<file path="config.mk">
export PLATFORM = sky130hd
export DESIGN_NAME = i2c_addr_match
export DESIGN_NICKNAME = d
export VERILOG_FILES = /design/src/rtl/i2c_am_pkg.sv /design/src/rtl/i2c_am_regs.sv /design/src/rtl/i2c_am_cmp.sv /design/src/rtl/i2c_am_ctl.sv /design/src/rtl/i2c_addr_match.sv
export SDC_FILE = /design/constraint.sdc
export NUM_CORES = 1
export LEC_CHECK = 0
export ABC_AREA = 1
export BUFFER_PORTS_ARGS = -buffer_cell sky130_fd_sc_hd__buf_2
export CORE_UTILIZATION = 38
export CTS_CLUSTER_DIAMETER = 120
export DETAILED_ROUTE_END_ITERATION = 12
export PLACE_DENSITY = 0.6
export SLEW_MARGIN = 20
export SYNTH_ARGS = -nofsm -noshare
export SYNTH_HDL_FRONTEND = slang
export SYNTH_SLANG_ARGS = --single-unit
</file>
<file path="constraint.sdc">
create_clock -name clk -period 1.5 [get_ports clk]
set_clock_uncertainty 0.15 [all_clocks]
set_input_delay 0.075 -clock clk [delete_from_list [all_inputs] [get_ports clk]]
set_output_delay 0.075 -clock clk [all_outputs]
set_load 0.01 [all_outputs]
</file>
<file path="src/rtl/i2c_am_pkg.sv">
package i2c_am_pkg;
  localparam int BYTE_W = 8;
  localparam logic [4:0] TEN_PREFIX = 5'b11110;

  typedef enum logic [1:0] {
    ST_IDLE  = 2'd0,
    ST_HI_OK = 2'd1,
    ST_SEL   = 2'd2
  } am_state_t;
endpackage

</file>
<file path="src/rtl/i2c_am_regs.sv">
module i2c_am_regs #(
  parameter int AW = 8,
  parameter logic [AW-1:0] BASE = 8'hC8,
  parameter int NREG = 2
) (
  input  logic                          clk,
  input  logic                          rst_n,
  input  logic                          cpu_sel,
  input  logic                          cpu_wr,
  input  logic [AW-1:0]                 cpu_addr,
  input  logic [i2c_am_pkg::BYTE_W-1:0] cpu_wdata,
  output logic [i2c_am_pkg::BYTE_W-1:0] cpu_rdata,
  output logic [NREG*i2c_am_pkg::BYTE_W-1:0] regs_flat
);
  localparam int BW = i2c_am_pkg::BYTE_W;

  for (genvar g = 0; g < NREG; g++) begin : g_slot
    localparam logic [AW-1:0] SLOT = BASE + AW'(g);
    logic [BW-1:0] q;
    always_ff @(posedge clk or negedge rst_n) begin
      if (!rst_n)
        q <= '0;
      else if (cpu_sel && cpu_wr && cpu_addr == SLOT)
        q <= cpu_wdata;
    end
    assign regs_flat[g*BW +: BW] = q;
  end

  always_comb begin
    cpu_rdata = '0;
    for (int i = 0; i < NREG; i++)
      if (cpu_addr == BASE + AW'(i))
        cpu_rdata = regs_flat[i*BW +: BW];
  end
endmodule

</file>
<file path="src/rtl/i2c_am_cmp.sv">
module i2c_am_cmp (
  input  logic [7:0] byte_in,
  input  logic [7:0] pri,
  input  logic [7:0] ext,
  output logic       ten_mode,
  output logic       gc_hit,
  output logic       hit7,
  output logic       hdr_hit,
  output logic       lo_hit
);
  import i2c_am_pkg::*;

  always_comb begin
    ten_mode = (pri[7:3] == TEN_PREFIX);
    gc_hit   = pri[0] && (byte_in == 8'h00);
    hit7     = !ten_mode && (byte_in[7:1] == pri[7:1]) && (byte_in[7:1] != 7'd0);
    hdr_hit  = ten_mode && (byte_in[7:3] == TEN_PREFIX) && (byte_in[2:1] == pri[2:1]);
    lo_hit   = (byte_in == ext);
  end
endmodule

</file>
<file path="src/rtl/i2c_am_ctl.sv">
module i2c_am_ctl (
  input  logic       clk,
  input  logic       rst_n,
  input  logic       rx_valid,
  input  logic       rx_first,
  input  logic       rx_lsb,
  input  logic       stop_seen,
  input  logic [7:0] live_pri,
  input  logic [7:0] live_ext,
  input  logic       ten_mode,
  input  logic       gc_hit,
  input  logic       hit7,
  input  logic       hdr_hit,
  input  logic       lo_hit,
  output logic [7:0] sh_pri,
  output logic [7:0] sh_ext,
  output logic       rx_ready,
  output logic       ack_valid,
  output logic       ack,
  output logic       irq,
  output logic       selected,
  output logic       dir_read
);
  import i2c_am_pkg::*;

  am_state_t st;
  logic      ten_done;
  logic      acc;

  assign rx_ready = !ack_valid;
  assign acc      = rx_valid && rx_ready;

  // Register copies follow the CPU registers only while idle
  always_ff @(posedge clk or negedge rst_n) begin
    if (!rst_n) begin
      sh_pri <= '0;
      sh_ext <= '0;
    end else if (st == ST_IDLE) begin
      sh_pri <= live_pri;
      sh_ext <= live_ext;
    end
  end

  always_ff @(posedge clk or negedge rst_n) begin
    if (!rst_n) begin
      st        <= ST_IDLE;
      ten_done  <= 1'b0;
      ack_valid <= 1'b0;
      ack       <= 1'b0;
      irq       <= 1'b0;
      selected  <= 1'b0;
      dir_read  <= 1'b0;
    end else begin
      ack_valid <= 1'b0;
      ack       <= 1'b0;
      irq       <= 1'b0;
      if (stop_seen) begin
        st       <= ST_IDLE;
        ten_done <= 1'b0;
        selected <= 1'b0;
        dir_read <= 1'b0;
      end else if (acc && rx_first) begin
        ack_valid <= 1'b1;
        if (gc_hit) begin
          ack <= 1'b1; irq <= 1'b1; selected <= 1'b1; dir_read <= 1'b0;
          st <= ST_SEL; ten_done <= 1'b0;
        end else if (hit7) begin
          ack <= 1'b1; irq <= 1'b1; selected <= 1'b1; dir_read <= rx_lsb;
          st <= ST_SEL; ten_done <= 1'b0;
        end else if (hdr_hit && !rx_lsb) begin
          ack <= 1'b1; selected <= 1'b0; dir_read <= 1'b0;
          st <= ST_HI_OK; ten_done <= 1'b0;
        end else if (hdr_hit && rx_lsb && ten_done) begin
          ack <= 1'b1; irq <= 1'b1; selected <= 1'b1; dir_read <= 1'b1;
          st <= ST_SEL;
        end else begin
          selected <= 1'b0; dir_read <= 1'b0;
          st <= ST_IDLE; ten_done <= 1'b0;
        end
      end else if (acc && st == ST_HI_OK) begin
        ack_valid <= 1'b1;
        if (ten_mode && lo_hit) begin
          ack <= 1'b1; irq <= 1'b1; selected <= 1'b1; dir_read <= 1'b0;
          st <= ST_SEL; ten_done <= 1'b1;
        end else begin
          st <= ST_IDLE;
        end
      end
    end
  end
endmodule

</file>
<file path="src/rtl/i2c_addr_match.sv">
module i2c_addr_match #(
  parameter int CPU_AW = 8,
  parameter logic [CPU_AW-1:0] REG_BASE = 8'hC8
) (
  input  logic              clk,
  input  logic              rst_n,
  input  logic              rx_valid,
  output logic              rx_ready,
  input  logic [7:0]        rx_data,
  input  logic              rx_first,
  input  logic              stop_seen,
  output logic              ack_valid,
  output logic              ack,
  output logic              irq,
  output logic              selected,
  output logic              dir_read,
  input  logic              cpu_sel,
  input  logic              cpu_wr,
  input  logic [CPU_AW-1:0] cpu_addr,
  input  logic [7:0]        cpu_wdata,
  output logic [7:0]        cpu_rdata
);
  localparam int NREG = 2;

  logic [NREG*8-1:0] regs_flat;
  logic [7:0] sh_pri, sh_ext;
  logic ten_mode, gc_hit, hit7, hdr_hit, lo_hit;

  i2c_am_regs #(.AW(CPU_AW), .BASE(REG_BASE), .NREG(NREG)) u_regs (
    .clk(clk), .rst_n(rst_n), .cpu_sel(cpu_sel), .cpu_wr(cpu_wr),
    .cpu_addr(cpu_addr), .cpu_wdata(cpu_wdata), .cpu_rdata(cpu_rdata),
    .regs_flat(regs_flat)
  );

  i2c_am_cmp u_cmp (
    .byte_in(rx_data), .pri(sh_pri), .ext(sh_ext),
    .ten_mode(ten_mode), .gc_hit(gc_hit), .hit7(hit7),
    .hdr_hit(hdr_hit), .lo_hit(lo_hit)
  );

  i2c_am_ctl u_ctl (
    .clk(clk), .rst_n(rst_n), .rx_valid(rx_valid), .rx_first(rx_first),
    .rx_lsb(rx_data[0]), .stop_seen(stop_seen),
    .live_pri(regs_flat[7:0]), .live_ext(regs_flat[15:8]),
    .ten_mode(ten_mode), .gc_hit(gc_hit), .hit7(hit7),
    .hdr_hit(hdr_hit), .lo_hit(lo_hit),
    .sh_pri(sh_pri), .sh_ext(sh_ext), .rx_ready(rx_ready),
    .ack_valid(ack_valid), .ack(ack), .irq(irq),
    .selected(selected), .dir_read(dir_read)
  );
endmodule

</file>
==> impl_results.md <==
* Worst hold path class: in -> reg
* Worst Path Required at 1530 ps
* Nets@finish at 374
* Die Span X at 77.5 um
* Final GP Congestion at 0.781
* Global-route wire length before repair at 7.82 mm
* # IOs at 45
* Share of cells above drive strength 1 at 25.9%
* Initial antenna violation count at 0
* Worst Tran Pin Value at 396 ps
* Crit. path cell count at 8
* Most frequent cell after synthesis: nand2_1
* Final worst path period share at 98.7%
* Crit path time final at 1480 ps
* Non-Filler Cell Area, Final at 2740 um2
* Area of the core at 5510 um2
* Post-route DRC violation count at 0
* Synth top area share at 46.2%
* Max VDD drop at 425 uV
* Buf/Inv on CP at 1
* CP endpoint kind: flip-flop
* Pre-Repair DR Iteration Count at 4
* Outcome: complete, but fails checks
* WP data arrival at 1510 ps
* Syn Nets at 311
* Failing checks: hold timing
* RSZ-0062 raised after global routing: yes
* Post-synth top area cell: dfrtp_1
* Crit-path leading delay family: simple AND/OR/NAND/NOR gates
* Final antenna-violating net count at 0
* Worst skew pair latency at 300 ps
* TritonCTS Buffers at 5
* Hold depth at 4
* CTS tree: built
* Avg Inst Size Synth at 7.74 um2
* DP Wirelength at 3.38 mm
* Synth warn at 0
* Vias/cell at 4.61
* Post-place setup slack at 63.8 ps
* Longest Clk Path Bufs at 2
* Cell Chain, Critical Path: inv_2 -> nand2_2 -> nor3_4 -> nand3_2 -> nand2_2 -> nand2_4 -> nand3_1 -> nand2_1
* Register area share after synthesis at 46.2%
* CTS root buf: clkbuf_8
* Row cnt at 27
* DR WL/cell at 10.9 um
* Die height at 77.5 um
* Setup violations, final at 0
* Reg clk slew, reported paths at 80 ps
* Pwr/cell area at 769 nW/um2
* Max frequency at 675 MHz
* H-tree lvl count at 2
* Crit path largest cell delay at 400 ps
* GRT Util Overall at 16.7%
* Largest net degree at the start of global routing at 33
* Worst-path maximum fanout at 6
* Final WL at 4.51 mm
* Max_cap viols at 0
* CP startpoint kind: flip-flop
* Critical setup path kind: reg -> reg
* #FFs+latches synth at 40
* Final Hold Fails at 1
* Routed vias at 1912
* EDFF count, synth at 0
* Sum Neg Setup Slack at 0 ps
* Remaining Overflow, GRT at 0
* Worst path most repeated cell: nand2_2
* Initial DRC Count at 81
* # port buffers at 44
* R2R cell count at 8
* Fin. max-slew vios at 0
* Primary FF master, synth: dfrtp_1
* Slowest CP cell: dfrtp_1
* Sinks on Clock Net at 40
* Synth async-reset ratio at 100%
* Synth-to-Final Area Change at 26.6%
* Cell Area, Synth at 2170 um2
* Unique cell type count in the Yosys netlist at 27
* Top cells by area, synth: dfrtp_1, nand2_1, inv_1
* Hold WS at -3.68 ps
* Starting density of the core at 39.3%
* Die area at 6010 um2
* Mapped Cells at 280
* Synth top cells by count: nand2_1, inv_1, dfrtp_1
* # diodes at 0
* PnR worst setup slack at 19.1 ps
* Area post-placement at 2510 um2
* P_leak at 1.39 nW
* Relative slew slack at 73.6%
* Vias in the first global route at 1707
* Power, Total at 0.00211 W
## cell type report
cell class / instances / area [um2]
fillers: 528 / 2760
flip-flops and latches: 40 / 1000
multi-input cells: 181 / 963
repair buffers: 61 / 403
inverters: 54 / 204
well taps: 72 / 90.1
clock buffers: 5 / 68.8
clock inverters: 2 / 12.5
## kinds of logic after synthesis
family	Yosys count	synth area share, %
and+or+nand+nor	126	26.9
buffers and inverters	59	10.6
AOI/OAI and AO/OA	47	13.1
DFF	40	46.2
xor gates and xnor gates	8	3.24
## per-stage QoR
step | instances | util, % | hold slack, ps
after CTS | 414 | 49.2 | 2.69
after global placement | 395 | 45.5 | -130
after floorplan | 280 | - | -371
after detailed placement | 395 | 45.5 | -125
final | 415 | 49.8 | -3.68
after global routing | 415 | 49.8 | 11.5
## layer usage
layer	wire [um]	part of all wire, %	GRT usage, %	vias to the layer above
li1	-	-	-	1004
met1	2160	48	22.5	852
met2	2080	46	26.1	50
met3	212	4.7	3.65	6
met4	59	1.3	6.23	0
met5	0	0	0	-
## report_power, final
group	switching (W)	leakage (nW)	internal, W	total, W
clock	0.000382	0.0400	0.000315	0.000697
sequential	0.0000232	0.553	0.00111	0.00113
combinational	0.000155	0.799	0.000122	0.000277
total	0.000561	1.39	0.00155	0.00211
## registers in the layout (all words and copies together) (netlist names)
signal / cells
u_ctl.ack: 1
u_ctl.sh_ext: 8
u_ctl.selected: 1
u_ctl.dir_read: 1
u_ctl.st: 2
u_ctl.irq: 1
u_ctl.ten_done: 1
u_ctl.sh_pri: 8
u_ctl.ack_valid: 1
u_regs.g_slot.q: 16
## worst min-delay path, delay by kind of cell
| family | cells | cell delay [ps] |
|---|---|---|
| AO/OA/AOI/OAI | 1 | 50 |
| buffers and inverters | 1 | 150 |
| AND/OR/NAND/NOR | 2 | 120 |
## cell usage in the layout (no fill, tap or decap), drive strengths merged
master | netlist | routed
dlygate4sd3 | 0 | 12
xor2 | 1 | 1
o22ai | 8 | 8
nor3 | 4 | 4
clkinvlp | 0 | 1
inv | 53 | 53
nand2 | 75 | 75
xnor2 | 7 | 7
nand3b | 1 | 1
nand4 | 3 | 3
clkbuf | 2 | 5
a21oi | 9 | 9
nand3 | 19 | 19
buf | 3 | 49
dfrtp | 40 | 40
clkinv | 1 | 2
o21ai | 30 | 30
nor2 | 24 | 24
## final timing paths
path | from | end | slack [ps]
setup / recovery | u_ctl.sh_pri[3]$_DFFE_PN0N_ | u_ctl.selected$_DFFE_PN0P_ | 20
hold / removal | rx_data[0] | u_ctl.st[0]$_DFFE_PN0P_ | -4
setup reg to reg | u_ctl.sh_pri[3]$_DFFE_PN0N_ | u_ctl.selected$_DFFE_PN0P_ | 20
hold reg to reg | u_regs.g_slot[1].q[0]$_DFFE_PN0P_ | u_regs.g_slot[1].q[0]$_DFFE_PN0P_ | 340
max in group asynchronous | rst_n | u_ctl.sh_ext[1]$_DFFE_PN0N_ | 650
min in group asynchronous | rst_n | u_regs.g_slot[0].q[2]$_DFFE_PN0P_ | 80
## what timing repair did
action                                 CTS  global route
endpoints found under the hold margin   59             0
resized for setup                        0             7
setup endpoints to repair                0            13
buffers inserted                         0             1
hold buffers                            12             0
Note: power is estimated with default switching activity, not from simulation.
